**src/rtl/framer_pkg.sv**
```systemverilog
package framer_pkg;
    localparam int unsigned PAY_W    = 32;
    localparam int unsigned LINE_W   = PAY_W + 4;
    localparam int unsigned LFSR_W   = 16;
    localparam logic [LFSR_W-1:0] LFSR_SEED = 16'hFFFF;
    localparam int unsigned RD_W     = $clog2(PAY_W) + 3;

    typedef enum logic [1:0] {RD_EVEN, RD_HIGH, RD_LOW} rd_state_t;
    typedef enum logic [1:0] {RX_IDLE, RX_GOOD, RX_BAD} rx_state_t;

    function automatic logic [PAY_W-1:0] alt_mask();
        logic [PAY_W-1:0] m;
        for (int i = 0; i < PAY_W; i++) m[i] = (i % 2 == 0);
        return m;
    endfunction

    function automatic int ones_of(input logic [PAY_W-1:0] v);
        int n = 0;
        for (int i = 0; i < PAY_W; i++) n += int'(v[i]);
        return n;
    endfunction

    function automatic int edges_of(input logic [PAY_W-1:0] v);
        int n = 0;
        for (int i = 1; i < PAY_W; i++) n += int'(v[i] ^ v[i-1]);
        return n;
    endfunction
endpackage

```
**src/rtl/lfsr_keystream.sv**
```systemverilog
module lfsr_keystream
    import framer_pkg::*;
#(
    parameter int unsigned KEY_W = PAY_W
) (
    input  logic             clk,
    input  logic             rst_n,
    input  logic             advance,
    output logic [KEY_W-1:0] key
);
    logic [LFSR_W-1:0] st_q;
    logic [LFSR_W-1:0] chain [KEY_W+1];

    assign chain[0] = st_q;

    for (genvar i = 0; i < KEY_W; i++) begin : g_step
        assign key[KEY_W-1-i] = chain[i][LFSR_W-1];
        assign chain[i+1] = {chain[i][LFSR_W-2:0],
                             chain[i][15] ^ chain[i][4] ^ chain[i][3] ^ chain[i][2]};
    end

    always_ff @(posedge clk) begin
        if (!rst_n)       st_q <= LFSR_SEED;
        else if (advance) st_q <= chain[KEY_W];
    end
endmodule

```
**src/rtl/word_encoder.sv**
```systemverilog
module word_encoder
    import framer_pkg::*;
#(
    parameter int SHUF_LIMIT = 20
) (
    input  logic              clk,
    input  logic              rst_n,
    input  logic              in_valid,
    input  logic [PAY_W-1:0]  in_data,
    output logic              out_valid,
    output logic [LINE_W-1:0] out_word
);
    localparam logic [PAY_W-1:0] MASK = alt_mask();

    rd_state_t               rd_state_q, rd_state_d;
    logic signed [RD_W-1:0]  rd_q, rd_d;
    logic [PAY_W-1:0]        key, scr, bal, pay;
    logic                    inv, shuf;
    logic                    valid_q;
    logic [LINE_W-1:0]       word_q;
    int                      sdisp, bdisp, total;

    lfsr_keystream #(.KEY_W(PAY_W)) u_ks (
        .clk(clk), .rst_n(rst_n), .advance(in_valid), .key(key)
    );

    always_comb begin
        scr   = in_data ^ key;
        sdisp = 2 * ones_of(scr) - int'(PAY_W);
        unique case (rd_state_q)
            RD_EVEN: inv = 1'b0;
            RD_HIGH: inv = (sdisp > 0);
            RD_LOW:  inv = (sdisp < 0);
            default: inv = 1'b0;
        endcase
        bal   = inv ? ~scr : scr;
        bdisp = 2 * ones_of(bal) - int'(PAY_W);
        total = int'(rd_q) + bdisp;
        rd_d  = RD_W'(total);
        if (total > 0)      rd_state_d = RD_HIGH;
        else if (total < 0) rd_state_d = RD_LOW;
        else                rd_state_d = RD_EVEN;
        shuf  = edges_of(bal) > SHUF_LIMIT;
        pay   = shuf ? (bal ^ MASK) : bal;
    end

    always_ff @(posedge clk) begin
        if (!rst_n) begin
            rd_state_q <= RD_EVEN;
            rd_q       <= '0;
        end else if (in_valid) begin
            rd_state_q <= rd_state_d;
            rd_q       <= rd_d;
        end
    end

    always_ff @(posedge clk) begin
        if (!rst_n) begin
            valid_q <= 1'b0;
            word_q  <= '0;
        end else begin
            valid_q <= in_valid;
            if (in_valid) word_q <= {1'b1, inv, shuf, pay, 1'b0};
        end
    end

    assign out_valid = valid_q;
    assign out_word  = word_q;
endmodule

```
**src/rtl/word_decoder.sv**
```systemverilog
module word_decoder
    import framer_pkg::*;
(
    input  logic              clk,
    input  logic              rst_n,
    input  logic              in_valid,
    input  logic [LINE_W-1:0] in_word,
    output logic              out_valid,
    output logic [PAY_W-1:0]  out_data,
    output logic              frame_err
);
    localparam logic [PAY_W-1:0] MASK = alt_mask();

    rx_state_t        st_q, st_d;
    logic [PAY_W-1:0] key, unshuf, plain, data_q;
    logic             bad;

    lfsr_keystream #(.KEY_W(PAY_W)) u_ks (
        .clk(clk), .rst_n(rst_n), .advance(in_valid), .key(key)
    );

    always_comb begin
        bad    = (in_word[LINE_W-1] != 1'b1) || (in_word[0] != 1'b0);
        unshuf = in_word[LINE_W-3] ? (in_word[PAY_W:1] ^ MASK) : in_word[PAY_W:1];
        plain  = (in_word[LINE_W-2] ? ~unshuf : unshuf) ^ key;
        if (!in_valid) st_d = RX_IDLE;
        else if (bad)  st_d = RX_BAD;
        else           st_d = RX_GOOD;
    end

    always_ff @(posedge clk) begin
        if (!rst_n) begin
            st_q   <= RX_IDLE;
            data_q <= '0;
        end else begin
            st_q <= st_d;
            if (in_valid) data_q <= plain;
        end
    end

    always_comb begin
        unique case (st_q)
            RX_IDLE: begin out_valid = 1'b0; frame_err = 1'b0; end
            RX_GOOD: begin out_valid = 1'b1; frame_err = 1'b0; end
            RX_BAD:  begin out_valid = 1'b1; frame_err = 1'b1; end
            default: begin out_valid = 1'b0; frame_err = 1'b0; end
        endcase
    end

    assign out_data = data_q;
endmodule

```
**src/rtl/word_framer.sv**
```systemverilog
module word_framer
    import framer_pkg::*;
#(
    parameter int SHUF_LIMIT = 20
) (
    input  logic              clk,
    input  logic              rst_n,
    input  logic              tx_valid,
    input  logic [PAY_W-1:0]  tx_data,
    output logic              line_valid,
    output logic [LINE_W-1:0] line_word,
    input  logic              rx_valid,
    input  logic [LINE_W-1:0] rx_word,
    output logic              rx_out_valid,
    output logic [PAY_W-1:0]  rx_out_data,
    output logic              rx_frame_err
);
    word_encoder #(.SHUF_LIMIT(SHUF_LIMIT)) u_enc (
        .clk(clk), .rst_n(rst_n),
        .in_valid(tx_valid), .in_data(tx_data),
        .out_valid(line_valid), .out_word(line_word)
    );

    word_decoder u_dec (
        .clk(clk), .rst_n(rst_n),
        .in_valid(rx_valid), .in_word(rx_word),
        .out_valid(rx_out_valid), .out_data(rx_out_data),
        .frame_err(rx_frame_err)
    );
endmodule

```
**config.mk**
```make
export PLATFORM = sky130hd
export DESIGN_NAME = word_framer
export DESIGN_NICKNAME = d
export VERILOG_FILES = /design/src/rtl/framer_pkg.sv /design/src/rtl/lfsr_keystream.sv /design/src/rtl/word_encoder.sv /design/src/rtl/word_decoder.sv /design/src/rtl/word_framer.sv
export SDC_FILE = /design/constraint.sdc
export NUM_CORES = 1
export LEC_CHECK = 0
export BUFFER_PORTS_ARGS = -buffer_cell sky130_fd_sc_hd__buf_4
export CORE_ASPECT_RATIO = 1.1
export CORE_UTILIZATION = 35
export CTS_CLUSTER_DIAMETER = 50
export DETAILED_ROUTE_END_ITERATION = 8
export GPL_TIMING_DRIVEN = 0
export PLACE_DENSITY_LB_ADDON = 0.25
export REMOVE_ABC_BUFFERS = 1
export SETUP_SLACK_MARGIN = 0.1
export SYNTH_ARGS = -nofsm -noshare
export SYNTH_HDL_FRONTEND = slang
export SYNTH_SLANG_ARGS = --single-unit
```
**constraint.sdc**
```tcl
create_clock -name clk -period 19.38 [get_ports clk]
set_input_delay 0 -clock clk [delete_from_list [all_inputs] [get_ports clk]]
set_output_delay 0 -clock clk [all_outputs]
set_load 0.01 [all_outputs]
```
==> insert_results.sql, run 1 <==
INSERT INTO impl_metrics (metric_group, metric, value, unit) VALUES
('clock_tree', 'clock-root-buffer', 'sky130_fd_sc_hd__clkbuf_16', ''),
('global_routing', 'globalRoute.totalOverflow', '0', ''),
('floorplan', 'floorplan.initialDensity', '35.9', '%'),
('sta', 'final.setup.worst_slack', '3550', 'ps'),
('setup_path', 'critPathMaxFanout', '27', ''),
('clock_tree', 'cts_sinks', '111', ''),
('global_routing', 'antenna_found_initial', '0', ''),
('finish', 'final_cells', '1623', ''),
('setup_path', 'timing.critical_path.max_delay_family', 'adder cells', ''),
('setup_path', 'critical_path.n_buffers_inverters', '8', ''),
('placement', 'post-place-ws', '3480', 'ps'),
('setup_path', 'critical_path.slowest_cell', 'sky130_fd_sc_hd__xnor3_1', ''),
('sta', 'max_slew.worst_pin.slew', '1160', 'ps'),
('synthesis', 'post_synth_design_cell_area', '11100', 'sq um'),
('sta', 'fin_crit', '15830', 'ps'),
('setup_path', 'cpMostUsedCell', 'sky130_fd_sc_hd__fa_1', ''),
('synthesis', 'synthesis.instances', '1100', ''),
('hold_path', 'min_path_type', 'in2reg', ''),
('finish', 'area_of_the_multi_input_gates', '8210', 'sq um'),
('synthesis', 'yosys-top-cells-area', 'sky130_fd_sc_hd__dfxtp_1 (20%), sky130_fd_sc_hd__xnor2_1 (20%), sky130_fd_sc_hd__fa_1 (12%)', ''),
('detailed_routing', 'detail_route.wirelength', '26800', 'microns'),
('synthesis', 'synth-edff-count', '0', ''),
('setup_path', 'ff2ff_setup_slack', '3550', 'ps'),
('run_status', 'outcome', 'complete, no violations', ''),
('detailed_routing', 'detailroute.via_count', '7422', ''),
('clock_tree', 'ctsLongestPathBuffers', '2', ''),
('detailed_routing', 'average_wire_length_per_cell_after_detail_routing', '16.5', 'microns'),
('setup_path', 'critPathMaxStageDelay', '670', 'ps'),
('sta', 'finalCritPeriodShare', '81.7', '%'),
('global_routing', 'vias_in_the_first_global_route', '7507', ''),
('clock_tree', 'tritoncts.num_buffers', '9', ''),
('synthesis', 'synth_largest_type_area_fraction', '20.1', '%'),
('synthesis', 'post_synthesis_cell_type_count', '45', ''),
('clock_tree', 'tritoncts', 'done', ''),
('setup_path', 'critPathKind', 'reg2reg', ''),
('global_routing', 'globalRouteTotalUtil', '17.4', '%'),
('clock_tree', 'cts_repair_resize_count', '0', ''),
('sta', 'setup_viol', '0', ''),
('sta', 'tns', '0', 'ps'),
('global_routing', 'grt_start_max_net_pins', '111', ''),
('sta', 'unrepaired_setup_endpoints_after_global_routing', 'no', ''),
('detailed_routing', 'drt_iter0_drc', '329', ''),
('synthesis', 'postSynthRegisterBits', '111', ''),
('synthesis', 'netlist.top_cell.by_area', 'sky130_fd_sc_hd__dfxtp_1', ''),
('finish', 'antenna_cells_inserted', '0', ''),
('synthesis', 'synth-main-ff-cell', 'sky130_fd_sc_hd__dfxtp_1', ''),
('placement', 'placed_instances', '1595', ''),
('sta', 'achievable-frequency', '0.0632', 'GHz'),
('clock_tree', 'path_clk_slew', '80', 'ps'),
('job', 'cap_viol_max_count', '0', ''),
('detailed_routing', 'antenna_left', '0', ''),
('clock_tree', 'clkLatencyLatePin', '380', 'ps'),
('placement', 'replace_congestion', '0.836', ''),
('clock_tree', 'cts_hold_buffers', '11', ''),
('floorplan', 'dieWidth', '171', 'microns'),
('floorplan', 'core.rowCount', '67', ''),
('sta', 'timing.max_slew.rel_slack', '22.3', '%'),
('detailed_routing', 'drc', '0', ''),
('clock_tree', 'htreeDepth', '3', ''),
('sta', 'hold_ws', '69.0', 'ps'),
('detailed_routing', 'routed_via_density', '4.57', ''),
('synthesis', 'synthArstFlopShare', '0', '%'),
('sta', 'timing.final.hold_violations', '0', ''),
('floorplan', 'core_area', '30800', 'sq um'),
('setup_path', 'worst_ep_required_time', '19650', 'ps'),
('synthesis', 'synth_warnings', '0', ''),
('detailed_routing', 'first_pass_iters', '5', ''),
('setup_path', 'cp-start-kind', 'flop', ''),
('finish', 'num-fill-cells', '3084', ''),
('finish', 'layout_cells_sized_above_1', '15.6', '%'),
('synthesis', 'syn-mean-instance-area', '10.0', 'sq um');
flip-flops by register name, indices dropped and copies added (netlist names):
register,cells
u_enc.out_word,35
u_dec.out_data,32
u_dec.u_ks.st_q,16
u_enc.u_ks.st_q,16
u_enc.rd_q,7
u_dec.st_q,2
u_enc.rd_state_q,2
u_enc.out_valid,1
metrics by stage:
stage	area, sq um	utilization [%]
5_1_grt	12800	41.8
4_1_cts	12800	41.7
3_5_place_dp	12400	40.3
3_3_place_gp	12400	40.2
6_report	12800	41.8
2_1_floorplan	10800	-
synth_stat cells, types with 2 or more instances:
library cell,count
sky130_fd_sc_hd__and2_1,4
sky130_fd_sc_hd__nand2_1,66
sky130_fd_sc_hd__and3_1,6
sky130_fd_sc_hd__dfxtp_1,111
sky130_fd_sc_hd__ha_1,48
sky130_fd_sc_hd__o21a_1,7
sky130_fd_sc_hd__mux2i_1,34
sky130_fd_sc_hd__xnor3_2,6
sky130_fd_sc_hd__xor3_2,4
sky130_fd_sc_hd__or2_2,2
sky130_fd_sc_hd__or3_1,5
sky130_fd_sc_hd__a21o_1,5
sky130_fd_sc_hd__a21oi_1,30
sky130_fd_sc_hd__buf_1,11
sky130_fd_sc_hd__nor2_1,28
sky130_fd_sc_hd__xnor3_1,36
sky130_fd_sc_hd__o211ai_1,2
sky130_fd_sc_hd__a221o_1,2
sky130_fd_sc_hd__xor2_1,75
sky130_fd_sc_hd__o21bai_1,3
sky130_fd_sc_hd__buf_4,6
sky130_fd_sc_hd__nor3b_1,5
sky130_fd_sc_hd__nand3_1,5
sky130_fd_sc_hd__nand3b_1,2
sky130_fd_sc_hd__xor3_1,8
sky130_fd_sc_hd__nor2b_1,39
sky130_fd_sc_hd__clkbuf_1,36
sky130_fd_sc_hd__fa_1,67
sky130_fd_sc_hd__o211a_1,24
sky130_fd_sc_hd__buf_2,8
sky130_fd_sc_hd__o21ai_0,39
sky130_fd_sc_hd__xnor2_1,248
sky130_fd_sc_hd__nor3_1,4
sky130_fd_sc_hd__xnor2_2,12
sky130_fd_sc_hd__a221oi_1,2
sky130_fd_sc_hd__inv_1,101
path summary, 6_finish.rpt:
kind | startpoint | endpoint | depth (start not counted)
min reg2reg | u_enc.out_word[35] | u_enc.out_word[35] | 1
max | u_enc.u_ks.st_q[2] | u_enc.rd_state_q[0] | 52
max reg2reg | u_enc.u_ks.st_q[2] | u_enc.rd_state_q[0] | 52
min | rx_word[1] | u_dec.out_data[0] | 4
cells by family after synthesis:
logic type,synth area share [%]
AOI/OAI and AO/OA,7.06
DFF,20.1
other,0.0339
buffers and inverters,5.90
and+or+nand+nor,7.30
xor gates and xnor gates,38.9
muxes,3.18
adders and majority gates,17.6
routing by layer:
metal,vias to the layer above,share of wire [%],GRT usage [%],wire length [microns]
met5,-,0,0,0
met3,24,3.5,2.12,937
met4,0,1.7,4.95,445
li1,3698,-,-,-
met2,129,46,27.3,12200
met1,3571,49,25.0,13200
cell type report:
class | instances | area share (%)
inverter | 101 | 2.95
timing repair buffer | 155 | 9.41
multi-input combinational | 826 | 63.9
tap | 414 | 4.03
clock buffer | 10 | 1.78
clock inverter | 6 | 0.662
sequential | 111 | 17.3
cell usage in the layout, fill, tap and decap left out, types with 6 or more instances in the layout:
cell type | netlist | layout
sky130_fd_sc_hd__a21oi_1 | 30 | 30
sky130_fd_sc_hd__and3_1 | 6 | 6
sky130_fd_sc_hd__buf_4 | 6 | 141
sky130_fd_sc_hd__clkbuf_16 | 0 | 9
sky130_fd_sc_hd__dfxtp_1 | 111 | 111
sky130_fd_sc_hd__dlygate4sd3_1 | 0 | 11
sky130_fd_sc_hd__fa_1 | 67 | 67
sky130_fd_sc_hd__ha_1 | 48 | 48
sky130_fd_sc_hd__inv_1 | 101 | 101
sky130_fd_sc_hd__mux2i_1 | 34 | 34
sky130_fd_sc_hd__nand2_1 | 66 | 66
sky130_fd_sc_hd__nor2_1 | 28 | 28
sky130_fd_sc_hd__nor2b_1 | 39 | 39
sky130_fd_sc_hd__o211a_1 | 24 | 24
sky130_fd_sc_hd__o21a_1 | 7 | 7
sky130_fd_sc_hd__o21ai_0 | 39 | 39
sky130_fd_sc_hd__xnor2_1 | 248 | 247
sky130_fd_sc_hd__xnor2_2 | 12 | 13
sky130_fd_sc_hd__xnor3_1 | 36 | 36
sky130_fd_sc_hd__xnor3_2 | 6 | 6
sky130_fd_sc_hd__xor2_1 | 75 | 74
sky130_fd_sc_hd__xor3_1 | 8 | 8
tightest hold or removal path: cells and delay by family:
family | cells | cell delay, ps
AOI/OAI and AO/OA | 1 | 130
xor gates and xnor gates | 2 | 210
buffers and inverters | 1 | 80
Power of run 1 is not shown: default switching activity piles up to over one toggle a cycle in this logic, so the estimate is an artifact.
==> run 2: changes to the inputs <==
==> constraint.sdc (replaced) <==
create_clock -name clk -period 13.3 [get_ports clk]
set_input_delay 0 -clock clk [delete_from_list [all_inputs] [get_ports clk]]
set_output_delay 0 -clock clk [all_outputs]
set_load 0.01 [all_outputs]
==> insert_results.sql, run 2 (synthesized netlist as in run 1, its figures left out) <==
INSERT INTO impl_metrics (metric_group, metric, value, unit) VALUES
('placement', 'replace_congestion', '0.836', ''),
('detailed_routing', 'first_pass_iters', '5', ''),
('finish', 'area_of_the_multi_input_gates', '8740', 'sq um'),
('finish', 'final_cells', '1683', ''),
('placement', 'post-place-ws', '-2600', 'ps'),
('sta', 'timing.max_slew.rel_slack', '22.5', '%'),
('global_routing', 'gr-usage-met1', '25.6', '%'),
('sta', 'fin_crit', '13510', 'ps'),
('finish', 'layout_cells_sized_above_1', '26.4', '%'),
('clock_tree', 'htreeDepth', '3', ''),
('global_routing', 'globalRouteTotalUtil', '18.5', '%'),
('finish', 'antenna_cells_inserted', '0', ''),
('setup_path', 'critPathKind', 'reg2reg', ''),
('clock_tree', 'path_clk_slew', '80', 'ps'),
('placement', 'place_hpwl', '20800', 'microns'),
('sta', 'timing.final.hold_violations', '0', ''),
('global_routing', 'antenna_found_initial', '0', ''),
('global_routing', 'grt_start_max_net_pins', '111', ''),
('hold_path', 'hold_path_startpoint', 'rx_word[1]', ''),
('clock_tree', 'clkLatencyLatePin', '380', 'ps'),
('global_routing', 'globalRouteMet2Util', '29.7', '%'),
('finish', 'largest_reg_flops', '35', ''),
('setup_path', 'critical_path.n_buffers_inverters', '13', ''),
('finish', 'most_frequent_cells_in_the_layout', 'sky130_fd_sc_hd__xnor2_1 (233), sky130_fd_sc_hd__buf_4 (189), sky130_fd_sc_hd__dfxtp_1 (97)', ''),
('setup_path', 'cp-end-kind', 'flop', ''),
('setup_path', 'reg2reg_depth', '58', ''),
('detailed_routing', 'average_wire_length_per_cell_after_detail_routing', '17.0', 'microns'),
('setup_path', 'critical_path.slowest_cell', 'sky130_fd_sc_hd__fa_1', ''),
('sta', 'maxSlewViolCount', '0', ''),
('floorplan', 'design.die.area', '32300', 'sq um'),
('finish', 'seq_area', '2260', 'sq um'),
('run_status', 'outcome', 'complete, but fails checks', ''),
('global_routing', 'vias_in_the_first_global_route', '7898', ''),
('hold_path', 'worstHoldEndpoint', 'u_dec.out_data[0]', ''),
('detailed_routing', 'antenna_left', '0', ''),
('global_routing', 'first_pass_grt_wire_length', '44900', 'microns'),
('floorplan', 'core.rowCount', '67', ''),
('hold_path', 'hold_critical_path_depth', '4', ''),
('floorplan', 'core_area', '30800', 'sq um'),
('finish', 'num-fill-cells', '2941', ''),
('sta', 'unrepaired_setup_endpoints_after_global_routing', 'yes', ''),
('finish', 'layout_commonest_cell', 'sky130_fd_sc_hd__xnor2_1', ''),
('sta', 'achievable-frequency', '0.0740', 'GHz'),
('run_status', 'violations', 'negative setup slack', ''),
('setup_path', 'r2r_start', 'u_enc.u_ks.st_q[0]', ''),
('clock_tree', 'tritoncts', 'done', ''),
('setup_path', 'cp_data_arrival_time', '13780', 'ps'),
('hold_path', 'min_path_type', 'in2reg', ''),
('setup_path', 'timing.critical_path.max_delay_family', 'adder cells', ''),
('clock_tree', 'cts_sinks', '111', ''),
('sta', 'finalCritPeriodShare', '102', '%'),
('setup_path', 'critPathMaxFanout', '5', ''),
('detailed_routing', 'drt_iter0_drc', '328', ''),
('finish', 'synthToLayoutAreaGrowth', '26.6', '%'),
('floorplan', 'io_count', '143', ''),
('sta', 'timing.clock.skew', '11.6', 'ps'),
('finish', 'nets', '1451', ''),
('setup_path', 'critPathMaxStageDelay', '540', 'ps'),
('global_routing', 'grt_util_met3', '2.48', '%'),
('clock_tree', 'clock-root-buffer', 'sky130_fd_sc_hd__clkbuf_16', ''),
('setup_path', 'r2r-end', 'u_enc.rd_state_q[0]', ''),
('setup_path', 'cpMostUsedCell', 'sky130_fd_sc_hd__fa_1', ''),
('job', 'cap_viol_max_count', '0', ''),
('setup_path', 'cp-start-kind', 'flop', ''),
('sta', 'final.setup.worst_slack', '-212', 'ps'),
('detailed_routing', 'routed_via_density', '4.59', ''),
('clock_tree', 'tritoncts.num_buffers', '9', ''),
('clock_tree', 'ctsLongestPathBuffers', '2', ''),
('sta', 'max_slew.worst_pin.slew', '1160', 'ps'),
('floorplan', 'dieWidth', '171', 'microns'),
('global_routing', 'globalRoute.totalOverflow', '0', ''),
('floorplan', 'floorplan.initialDensity', '35.9', '%'),
('global_routing', 'layer_carrying_the_most_global_route_usage', 'met2', ''),
('placement', 'portBuffers', '141', ''),
('detailed_routing', 'detail_route.wirelength', '28700', 'microns'),
('sta', 'setup_viol', '1', ''),
('sta', 'tns', '-212', 'ps'),
('setup_path', 'ff2ff_setup_slack', '-210', 'ps'),
('placement', 'placed_instances', '1595', ''),
('detailed_routing', 'detailroute.via_count', '7726', ''),
('floorplan', 'die_y', '188', 'microns'),
('setup_path', 'worst_ep_required_time', '13570', 'ps'),
('detailed_routing', 'drc', '0', '');
## run 2: cell types whose count changed in the layout (fill, tap and decap cells not counted), sizes merged
cell    delta
buf       +59
bufbuf     +1
## run 2: metrics by stage
step / hold WS [ps] / instance area, sq um / utilization, %
finish: 68.2 / 14000 / 45.5
global route: 106 / 14000 / 45.5
CTS: 64.2 / 13800 / 44.8
detailed placement: 178 / 12400 / 40.3
global placement: 173 / 12400 / 40.2
floorplan: 61.9 / 10800 / -
## run 2: routing by layer
metal	vias to the layer above	part of all wire [%]
li1	3811	-
met5	-	0
met2	160	47
met4	0	2.0
met1	3722	46
met3	33	4.9
## run 2: worst max-delay path by stage
| stage | end | slack [ps] | cells after the start | from |
|---|---|---|---|---|
| 5_1_grt | u_enc.rd_state_q[0] | -760 | 60 | u_enc.u_ks.st_q[0] |
| 3_5_place_dp | u_enc.rd_state_q[0] | -2600 | 52 | u_enc.u_ks.st_q[2] |
| 3_3_place_gp | u_enc.rd_state_q[0] | -5190 | 51 | u_enc.u_ks.st_q[2] |
| 2_1_floorplan | u_enc.rd_state_q[0] | -2900 | 54 | u_enc.u_ks.st_q[2] |
| 4_1_cts | u_enc.rd_state_q[0] | -260 | 55 | u_enc.u_ks.st_q[13] |
| 6_report | u_enc.rd_state_q[0] | -210 | 58 | u_enc.u_ks.st_q[0] |
## run 2: worst reg2reg max path, delay by kind of cell (launching register included)
kind	cells	cell delay, ps
adders and majority gates	20	8340
buffers and inverters	13	1010
xor gates and xnor gates	8	1690
AOI/OAI and AO/OA	8	960
DFF	1	360
and+or+nand+nor	9	1070
## run 2: area by class of cell
type | instances | area share [%]
Multi-Input combinational cell | 826 | 62.4
Clock inverter | 6 | 0.608
Sequential cell | 111 | 16.2
Clock buffer | 10 | 1.64
Timing Repair Buffer | 215 | 12.7
Tap cell | 414 | 3.70
Inverter | 101 | 2.76
## run 2: repair_timing
item                                    in CTS  in global routing
gates cloned                                 2                  0
endpoints found under the hold margin       10                  0
resized for setup                          104                 23
buffers inserted                            48                 10
pin swaps                                   62                 28
hold buffers                                11                  0
endpoints found under the setup margin       9                  4
Power of run 2 is left out for the same reason.
